## config.mk

```make
export PLATFORM = sky130hd
export DESIGN_NAME = pds_field_seq
export DESIGN_NICKNAME = d
export VERILOG_FILES = /design/src/rtl/pds_pkg.sv /design/src/rtl/pds_seq_ctrl.sv /design/src/rtl/pds_strobe_dec.sv /design/src/rtl/pds_fault_track.sv /design/src/rtl/pds_field_seq.sv
export SDC_FILE = /design/constraint.sdc
export NUM_CORES = 1
export LEC_CHECK = 0
export CAP_MARGIN = 20
export CORE_MARGIN = 2
export CORE_UTILIZATION = 40
export CTS_CLUSTER_SIZE = 8
export DETAILED_ROUTE_END_ITERATION = 6
export GPL_ROUTABILITY_DRIVEN = 0
export GPL_TIMING_DRIVEN = 0
export PLACE_DENSITY = 0.66
export SKIP_LAST_GASP = 1
export SYNTH_ARGS = -nofsm -noshare
export SYNTH_HDL_FRONTEND = slang
export SYNTH_HIERARCHICAL = 1
export SYNTH_SLANG_ARGS = --single-unit
```

## constraint.sdc

```tcl
create_clock -name clk -period 4.3 [get_ports clk]
set_input_delay 0.86 -clock clk [delete_from_list [all_inputs] [get_ports clk]]
set_output_delay 0.86 -clock clk [all_outputs]
set_load 0.1 [all_outputs]
```

## src/rtl/pds_pkg.sv

```systemverilog
package pds_pkg;

   typedef enum logic [2:0] {
      ST_IDLE,
      ST_RUP,
      ST_RDN,
      ST_AWAIT,
      ST_ASCAN,
      ST_SON,
      ST_SGAP,
      ST_DONE
   } pds_state_e;

   function automatic int max_of5(int a, int b, int c, int d, int e);
      int m;
      m = a;
      if (b > m) m = b;
      if (c > m) m = c;
      if (d > m) m = d;
      if (e > m) m = e;
      return m;
   endfunction

endpackage

```

## src/rtl/pds_seq_ctrl.sv

```systemverilog
module pds_seq_ctrl
   import pds_pkg::*;
#(
   parameter int LINES         = 480,
   parameter int NUM_SF        = 8,
   parameter int SUST_UNIT     = 1,
   parameter int RAMP_UP_LEN   = 64,
   parameter int RAMP_DN_LEN   = 48,
   parameter int SCAN_LEN      = 4,
   parameter int SUS_LEN       = 6,
   parameter int SUS_FIRST_LEN = 12,
   parameter int DEAD_LEN      = 2,
   localparam int LW  = (LINES > 1) ? $clog2(LINES) : 1,
   localparam int SFW = (NUM_SF > 1) ? $clog2(NUM_SF) : 1
) (
   input  logic             clk,
   input  logic             rst,
   input  logic             field_start,
   input  logic             col_valid,
   output pds_state_e       state,
   output logic [LW-1:0]    line,
   output logic [SFW-1:0]   sf,
   output logic             pulse_odd
);

   localparam int MAXL = max_of5(RAMP_UP_LEN, RAMP_DN_LEN, SCAN_LEN, SUS_FIRST_LEN,
                                 max_of5(SUS_LEN, DEAD_LEN, 1, 1, 1));
   localparam int TW   = $clog2(MAXL + 1);
   localparam int PW   = $clog2(2 * SUST_UNIT * (2 ** (NUM_SF - 1)) + 1);
   localparam logic [SFW-1:0] SF_LAST   = SFW'(NUM_SF - 1);
   localparam logic [LW-1:0]  LINE_LAST = LW'(LINES - 1);

   logic [TW-1:0]  tmr, plen;
   logic [PW-1:0]  pidx, ptot;
   logic [SFW-1:0] shamt;
   logic           last_tick;

   // pulse total for this subfield: two pulses per pair, weight halves per subfield
   assign shamt     = SF_LAST - sf;
   assign ptot      = PW'(2 * SUST_UNIT) << shamt;
   assign pulse_odd = pidx[0];

   always_comb begin
      unique case (state)
         ST_RUP:   plen = TW'(RAMP_UP_LEN);
         ST_RDN:   plen = TW'(RAMP_DN_LEN);
         ST_ASCAN: plen = TW'(SCAN_LEN);
         ST_SON:   plen = (pidx == '0) ? TW'(SUS_FIRST_LEN) : TW'(SUS_LEN);
         ST_SGAP:  plen = TW'(DEAD_LEN);
         default:  plen = TW'(1);
      endcase
   end

   assign last_tick = (tmr == plen - TW'(1));

   always_ff @(posedge clk) begin
      if (rst) begin
         state <= ST_IDLE;
         tmr   <= '0;
         line  <= '0;
         sf    <= '0;
         pidx  <= '0;
      end else begin
         unique case (state)
            ST_IDLE: begin
               tmr <= '0;
               if (field_start) begin
                  state <= ST_RUP;
                  sf    <= '0;
               end
            end
            ST_RUP: begin
               if (last_tick) begin
                  tmr   <= '0;
                  state <= ST_RDN;
               end else tmr <= tmr + TW'(1);
            end
            ST_RDN: begin
               if (last_tick) begin
                  tmr   <= '0;
                  line  <= '0;
                  state <= ST_AWAIT;
               end else tmr <= tmr + TW'(1);
            end
            ST_AWAIT: begin
               tmr <= '0;
               if (col_valid) state <= ST_ASCAN;
            end
            ST_ASCAN: begin
               if (last_tick) begin
                  tmr <= '0;
                  if (line == LINE_LAST) begin
                     pidx  <= '0;
                     state <= ST_SON;
                  end else begin
                     line  <= line + LW'(1);
                     state <= ST_AWAIT;
                  end
               end else tmr <= tmr + TW'(1);
            end
            ST_SON: begin
               if (last_tick) begin
                  tmr <= '0;
                  if (pidx == ptot - PW'(1)) begin
                     if (sf == SF_LAST) state <= ST_DONE;
                     else begin
                        sf    <= sf + SFW'(1);
                        state <= ST_RUP;
                     end
                  end else state <= ST_SGAP;
               end else tmr <= tmr + TW'(1);
            end
            ST_SGAP: begin
               if (last_tick) begin
                  tmr   <= '0;
                  pidx  <= pidx + PW'(1);
                  state <= ST_SON;
               end else tmr <= tmr + TW'(1);
            end
            default: begin
               tmr   <= '0;
               state <= ST_IDLE;
            end
         endcase
      end
   end

endmodule

```

## src/rtl/pds_strobe_dec.sv

```systemverilog
module pds_strobe_dec
   import pds_pkg::*;
#(
   parameter int LW = 9
) (
   input  pds_state_e      state,
   input  logic [LW-1:0]   line,
   input  logic            pulse_odd,
   output logic            y_ramp_up,
   output logic            y_ramp_dn,
   output logic            x_bias,
   output logic            scan_en,
   output logic [LW-1:0]   scan_line,
   output logic            y_sus,
   output logic            x_sus,
   output logic            col_ready,
   output logic            field_done
);

   assign y_ramp_up  = (state == ST_RUP);
   assign y_ramp_dn  = (state == ST_RDN);
   assign x_bias     = (state == ST_RDN);
   assign scan_en    = (state == ST_ASCAN);
   assign scan_line  = (state == ST_ASCAN) ? line : '0;
   // even pulse index is Y, so every train opens with Y
   assign y_sus      = (state == ST_SON) && !pulse_odd;
   assign x_sus      = (state == ST_SON) &&  pulse_odd;
   assign col_ready  = (state == ST_AWAIT);
   assign field_done = (state == ST_DONE);

endmodule

```

## src/rtl/pds_fault_track.sv

```systemverilog
module pds_fault_track #(
   parameter int OVW = 8
) (
   input  logic            clk,
   input  logic            rst,
   input  logic            stall,
   input  logic            start_busy,
   output logic            underrun,
   output logic [OVW-1:0]  overrun_cnt
);

   always_ff @(posedge clk) begin
      if (rst) begin
         underrun    <= 1'b0;
         overrun_cnt <= '0;
      end else begin
         if (stall) underrun <= 1'b1;
         if (start_busy && (overrun_cnt != {OVW{1'b1}}))
            overrun_cnt <= overrun_cnt + OVW'(1);
      end
   end

endmodule

```

## src/rtl/pds_field_seq.sv

```systemverilog
module pds_field_seq
   import pds_pkg::*;
#(
   parameter int LINES         = 480,
   parameter int NUM_SF        = 8,
   parameter int SUST_UNIT     = 1,
   parameter int RAMP_UP_LEN   = 64,
   parameter int RAMP_DN_LEN   = 48,
   parameter int SCAN_LEN      = 4,
   parameter int SUS_LEN       = 6,
   parameter int SUS_FIRST_LEN = 12,
   parameter int DEAD_LEN      = 2,
   parameter int COLS          = 32,
   parameter int OVW           = 8,
   localparam int LW  = (LINES > 1) ? $clog2(LINES) : 1,
   localparam int SFW = (NUM_SF > 1) ? $clog2(NUM_SF) : 1
) (
   input  logic             clk,
   input  logic             rst,
   input  logic             field_start,
   input  logic             col_valid,
   input  logic [COLS-1:0]  col_data,
   output logic             col_ready,
   output logic [COLS-1:0]  col_q,
   output logic             col_latch,
   output logic             scan_en,
   output logic [LW-1:0]    scan_line,
   output logic             y_ramp_up,
   output logic             y_ramp_dn,
   output logic             x_bias,
   output logic             y_sus,
   output logic             x_sus,
   output logic [SFW-1:0]   sf_index,
   output logic             field_done,
   output logic             underrun,
   output logic [OVW-1:0]   overrun_cnt
);

   generate
      if (LINES < 1)                 begin : g_bad_lines  $error("LINES must be at least 1"); end
      if (NUM_SF < 1)                begin : g_bad_sf     $error("NUM_SF must be at least 1"); end
      if (SUST_UNIT < 1)             begin : g_bad_unit   $error("SUST_UNIT must be at least 1"); end
      if (DEAD_LEN < 1)              begin : g_bad_dead   $error("DEAD_LEN must be at least 1"); end
      if (SUS_FIRST_LEN <= SUS_LEN)  begin : g_bad_first  $error("first sustain pulse must be longer"); end
      if ((RAMP_UP_LEN < 1) || (RAMP_DN_LEN < 1) || (SCAN_LEN < 1) || (SUS_LEN < 1))
                                     begin : g_bad_len    $error("phase lengths must be at least 1"); end
      if (OVW < 1)                   begin : g_bad_ovw    $error("OVW must be at least 1"); end
   endgenerate

   pds_state_e     state;
   logic [LW-1:0]  line;
   logic           pulse_odd;
   logic           accept;

   pds_seq_ctrl #(
      .LINES(LINES), .NUM_SF(NUM_SF), .SUST_UNIT(SUST_UNIT),
      .RAMP_UP_LEN(RAMP_UP_LEN), .RAMP_DN_LEN(RAMP_DN_LEN), .SCAN_LEN(SCAN_LEN),
      .SUS_LEN(SUS_LEN), .SUS_FIRST_LEN(SUS_FIRST_LEN), .DEAD_LEN(DEAD_LEN)
   ) u_ctrl (
      .clk(clk), .rst(rst), .field_start(field_start), .col_valid(col_valid),
      .state(state), .line(line), .sf(sf_index), .pulse_odd(pulse_odd)
   );

   pds_strobe_dec #(.LW(LW)) u_dec (
      .state(state), .line(line), .pulse_odd(pulse_odd),
      .y_ramp_up(y_ramp_up), .y_ramp_dn(y_ramp_dn), .x_bias(x_bias),
      .scan_en(scan_en), .scan_line(scan_line), .y_sus(y_sus), .x_sus(x_sus),
      .col_ready(col_ready), .field_done(field_done)
   );

   pds_fault_track #(.OVW(OVW)) u_fault (
      .clk(clk), .rst(rst),
      .stall((state == ST_AWAIT) && !col_valid),
      .start_busy(field_start && (state != ST_IDLE)),
      .underrun(underrun), .overrun_cnt(overrun_cnt)
   );

   assign accept = (state == ST_AWAIT) && col_valid;

   always_ff @(posedge clk) begin
      if (rst) begin
         col_q     <= '0;
         col_latch <= 1'b0;
      end else begin
         col_latch <= accept;
         if (accept) col_q <= col_data;
      end
   end

endmodule

```

; ---- Word-level counts from Yosys, hierarchy flattened
; Cells that the tools add are included.
[word_totals]
wordCells = 89
input_bits = 36
ff_bits = 73
[op_classes]
reduce_logical = 20
n_bitwise = 1
shift = 1
addsub = 8
muxes = 27
eq_ne = 23
[ops]
columns = operator, n
row1 = $mux 9, 7
row2 = $mux 3, 14
row3 = $pmux 9 s2, 2
row4 = $pmux 7 s5, 1
row5 = $pmux 3 s7, 1
row6 = $add 9x1->9 const B, 2
row7 = $eq 3x3->1 const B, 5
row8 = $ne 2x1->1 const B, 7
row9 = $eq 9x9->1, 1
row10 = $eq 9x9->1 const B, 1
row11 = $logic_not 9->1, 1
row12 = $shl 2x3->9 const A, 1
row13 = $sub 9x1->9 const B, 1
row14 = $add 8x1->8 const B, 1
row15 = $ne 2x2->1 const B, 4
row16 = $ne 8x8->1 const B, 1
row17 = $reduce_and 4->1, 2
row18 = $add 7x1->7 const B, 1
row19 = $eq 7x7->1, 1
row20 = $reduce_and 7->1, 1
row21 = $sub 7x1->7 const B, 1
row22 = $eq 3x2->1 const B, 2
row23 = $logic_and 1x1->1, 6
row24 = $pmux 3 s2, 1
row25 = other kinds (12), 15

; ---- Longest topological paths before layout
[logic_depth]
word_depth = 7
ltp_mapped = 15

; ---- Hierarchy
; The synthesis kept the hierarchy.
[modules_own_cells]
columns = mod, cells_per_inst, instances, area_each_um2
row1 = pds_seq_ctrl, 292, 1, 2247.2
row2 = pds_field_seq, 145, 1, 1515.2
row3 = pds_fault_track, 50, 1, 467.9
row4 = pds_strobe_dec, 20, 1, 195.2

; ---- Worst setup path after synthesis
; OpenSTA, ideal clock, no wires.
[synth_timing]
path_type = register to output
start = register u_ctrl.state[1]
end = output port y_ramp_dn
n_path_buf = 2
arrival_time_ns = 3.552
path_stages_with_launch = 4
path_slack_ns = -0.112
cell_sequence = dfxtp_1 -> buf_2 -> nor3b_1 -> buf_4
[synth_between]
elab_chain_len = 1
[synth_rtl]
columns = item, line
row1 = "start, declared", pds_seq_ctrl.sv:20  ; output pds_state_e state,
row2 = "start signal, assigned", pds_seq_ctrl.sv:58  ; state <= ST_IDLE;
row3 = "start signal, assigned", pds_seq_ctrl.sv:68  ; state <= ST_RUP;
row4 = "start signal, assigned", pds_seq_ctrl.sv:75  ; state <= ST_RDN;
row5 = $eq 3x2->1, n/a
row6 = "end, declared", pds_field_seq.sv:29  ; output logic y_ramp_dn,
; No other way between the ends.

; ---- Worst setup path in the final report
[layout_timing]
start = register u_ctrl.pidx[0]
end = register u_ctrl.pidx[8]
[layout_between]
elab_chain_len = 7
[layout_rtl]
columns = item, line
row1 = "start, declared", pds_seq_ctrl.sv:34  ; logic [PW-1:0] pidx, ptot;
row2 = "start signal, assigned", pds_seq_ctrl.sv:116  ; pidx <= pidx + PW'(1);
row3 = $logic_not 9->1, pds_seq_ctrl.sv:48  ; ST_SON: plen = (pidx == '0) ? TW'(SUS_FIRST_LEN) : TW'(SUS_LEN);
row4 = $mux 4, pds_seq_ctrl.sv:48
row5 = $pmux 7 s5, pds_seq_ctrl.sv:44  ; unique case (state)
row6 = $sub 7x1->7, pds_seq_ctrl.sv:54  ; assign last_tick = (tmr == plen - TW'(1));
row7 = $eq 7x7->1, pds_seq_ctrl.sv:54
row8 = $ne 2x1->1 (no line), n/a
row9 = $reduce_and 4->1 (no line), n/a
; Parallel ways exist; a longest one is shown, timed or not. The select of a mux whose other input is x is not followed.
; A chain may end at the register's enable or synchronous reset.

==> results_dict.tcl <==
set metrics [dict create \
    worst_pin_slew_ns 1.01 \
    slew_headroom_pct 32.2 \
    grt_pass1_wl_um 18200 \
    end_kind "register" \
    synth_cell_types 67 \
    status "completed" \
    chipWidth_um 109 \
    hold_viol_final 0 \
    rsz0062_at_grt "false" \
    drive_gt1_share_pct 9.37 \
    fin_crit_sh_pct 87.5 \
    grt_pass1_vias 3827 \
    worst_hold_path.endpoint "col_q[23]$_SDFFE_PP0P_" \
    drt-met1-wl_um 5180 \
    synth_ff_type "dfxtp_1" \
    diodes 0 \
    cts_made_buffers 9 \
    cts_resized 0 \
    crit_path_start_kind "register" \
    setup_viol 0 \
    final_common_cell "clkdlybuf4s50_1" \
    vdd_ir_drop_max_v 0.000247 \
    hp-class "reg -> reg" \
    r2r-end "u_ctrl/pidx[8]$_SDFFE_PP0P_" \
    dr.first_iter.drc_count 190 \
    track_usage_pct 19.0 \
    antenna_found_initial 0 \
    maxCapViolCount 0 \
    reg2reg_from "u_ctrl/pidx[0]$_SDFFE_PP0P_" \
    final_cell_mix "clkdlybuf4s50_1, dfxtp_1, nand2b_1" \
    final.setup_skew_ns 0.00986 \
    core_area_um2 10800 \
    synth_cells 507 \
    seq_area_um2 1460 \
    fin_util_pct 53.4 \
    yosys.area.top_type "dfxtp_1" \
    ys_seq_area_share_pct 33.0 \
    critPathArrivalTime_ns 3.97 \
    numPortBuffers 96 \
    io_pins 98 \
    worstPathMaxFanout 10 \
    crit_chain "inv_1 > ha_1 > nor4b_1 > nand2_1 > nand3_1 > nand3_1 > ha_1 > or3_1 > o221ai_1 > xnor2_1 > and4_1 > o2111ai_2 > clkbuf_1 > o21ai_1 > a21oi_1" \
    slowest_stage "nor4b_1" \
    clockBufferDepth 2 \
    holdPathStages 2 \
    min_from "col_q[23]$_SDFFE_PP0P_" \
    grt_max_degree 18 \
    reg2reg_slack_ns 0.54 \
    wirelength_um 11300 \
    worst-endpoint-required_ns 4.51 \
    vias_per_cell 5.33 \
    slowest_delay_ns 0.48 \
    crit_type "reg -> reg" \
    synth_edf_count 0 \
    fin_setup_tns_ns 0 \
    clock.fmax_mhz 266 \
    synthesis.area_um2 4430 \
    vias 4049 \
    wl_per_cell_um 14.8 \
    n_fill_cell 1058 \
    cp_top_family "simple AND/OR/NAND/NOR gates" \
    cts_setup_buffers 0 \
    htreeDepth 3 \
    ys_ff_latch 73 \
    die-height_um 109 \
    clkLatencyLatePin_ns 0.34 \
    dp_hpwl_um 8230 \
    avgSynthCellArea_um2 8.73 \
    power_density_nw_per_um2 389 \
    cts_root_buffer "clkbuf_8" \
    synth_warnings 6 \
    wl_met2_um 5240 \
    synth.top_cell.area_share_pct 33.0 \
    period_needed_ns 3.76 \
    start_util_pct 40.8 \
    cts_tree "yes" \
    synthArstFlopShare_pct 0 \
    clock-sinks 73 \
    drc 0 \
    highest_layer "met4" \
    die-area_um2 11900 \
    p_leak_nw 2.00 \
    route.met3.wl_um 658 \
    first_pass_iters 4 \
    worst-path-buf-inv 2 \
    drv_slew 0 \
    area_delta_synth_final_pct 30.7 \
    overflow 0 \
    fin_nets 663 \
    rr_worst_depth 15 \
    hold_buffers 0 \
    clk_pin_slew_ns 0.07 \
    ys_top_cells_by_area "dfxtp_1, nand2b_1, mux2i_1" \
    num_rows 38 \
    multiInputGateArea_um2 2680 \
    synth_fp_nets 556 \
    ant_nets 0 \
]
-- power by group --
group / leakage, nW / internal [mW] / switching (mW)
Sequential: 0.589 / 0.710 / 0.0603
Clock: 0.107 / 0.330 / 0.264
Combinational: 1.30 / 0.302 / 0.586
Total: 2.00 / 1.34 / 0.911
-- synth_stat cells (10+ instances only) --
| cell type | number |
|---|---|
| and4bb_2 | 10 |
| nand3_1 | 15 |
| nand2b_1 | 69 |
| ha_1 | 13 |
| nor3_1 | 11 |
| nand2_1 | 27 |
| clkbuf_1 | 10 |
| a21oi_1 | 23 |
| buf_2 | 12 |
| dfxtp_1 | 73 |
| mux2i_1 | 36 |
| nor2_1 | 33 |
| o21ai_0 | 15 |
| inv_1 | 19 |
| xnor2_1 | 16 |
-- tightest hold or removal path: cells and delay by family, from the launching register on --
family	cells	cell delay [ns]
muxes	1	0.05
DFF	1	0.31
and+or+nand+nor	1	0.06
-- final cells by class --
cell class	count	area share, %
clock inverters	6	1.56
repair buffers	96	16.6
multi-input cells	383	46.4
clock buffers	10	2.21
well taps	140	3.03
plain buffers	30	3.57
flip-flops and latches	73	25.3
inverters	21	1.36
-- logic make-up (layout without fill, tap and decap cells) --
kind of cell             after synthesis  after routing  share of synthesized area (%)
multiplexers                          37             37                           8.48
AND/OR/NAND/NOR                      225            225                           30.6
buffers and inverters                 51            163                           6.45
AO/OA/AOI/OAI                         88             88                           13.8
adder cells (fa/ha/maj)               13             13                           3.68
XOR/XNOR                              20             20                           3.96
flip-flops                            73             73                           33.0
-- how the worst max path moves through the flow --
stage / depth (start not counted) / from / slack (ns) / endpoint
floorplan: 2 / u_ctrl/state[0]$_SDFFE_PP0P_ / 0.52 / y_ramp_up
global placement: 14 / u_ctrl/pidx[0]$_SDFFE_PP0P_ / 0.71 / u_ctrl/line[6]$_SDFFE_PP0P_
detailed placement: 13 / u_ctrl/pidx[0]$_SDFFE_PP0P_ / 0.60 / u_ctrl/line[6]$_SDFFE_PP0P_
CTS: 14 / u_ctrl/pidx[0]$_SDFFE_PP0P_ / 0.57 / u_ctrl/line[6]$_SDFFE_PP0P_
global route: 15 / u_ctrl/pidx[0]$_SDFFE_PP0P_ / 0.25 / u_ctrl/pidx[8]$_SDFFE_PP0P_
finish: 15 / u_ctrl/pidx[0]$_SDFFE_PP0P_ / 0.54 / u_ctrl/pidx[8]$_SDFFE_PP0P_
-- sequential cells by signal, summed over array words and instances (netlist names) --
name / flops
col_latch: 1
u_fault/overrun_cnt: 8
u_ctrl/line: 9
u_ctrl/pidx: 9
col_q: 32
u_ctrl/sf: 3
u_ctrl/tmr: 7
u_fault/underrun: 1
u_ctrl/state: 3
-- layer usage --
metal / up-vias / GRT usage, %
li1: 2027 / -
met1: 1897 / 24.1
met2: 115 / 31.8
met3: 10 / 4.54
met4: 0 / 6.24
met5: - / 0
-- stage by stage --
step	cell area (µm²)	power (mW)	hold WS [ns]	instances	setup WS [ns]
6_report	5780	2.25	0.472	759	0.536
5_1_grt	5780	2.38	0.500	759	0.245
4_1_cts	5780	2.27	0.479	759	0.570
3_5_place_dp	5570	1.67	0.463	743	0.602
3_3_place_gp	5570	1.66	0.454	743	0.706
2_1_floorplan	4430	1.44	0.460	507	0.522
Note: power is estimated with default switching activity, not from simulation.
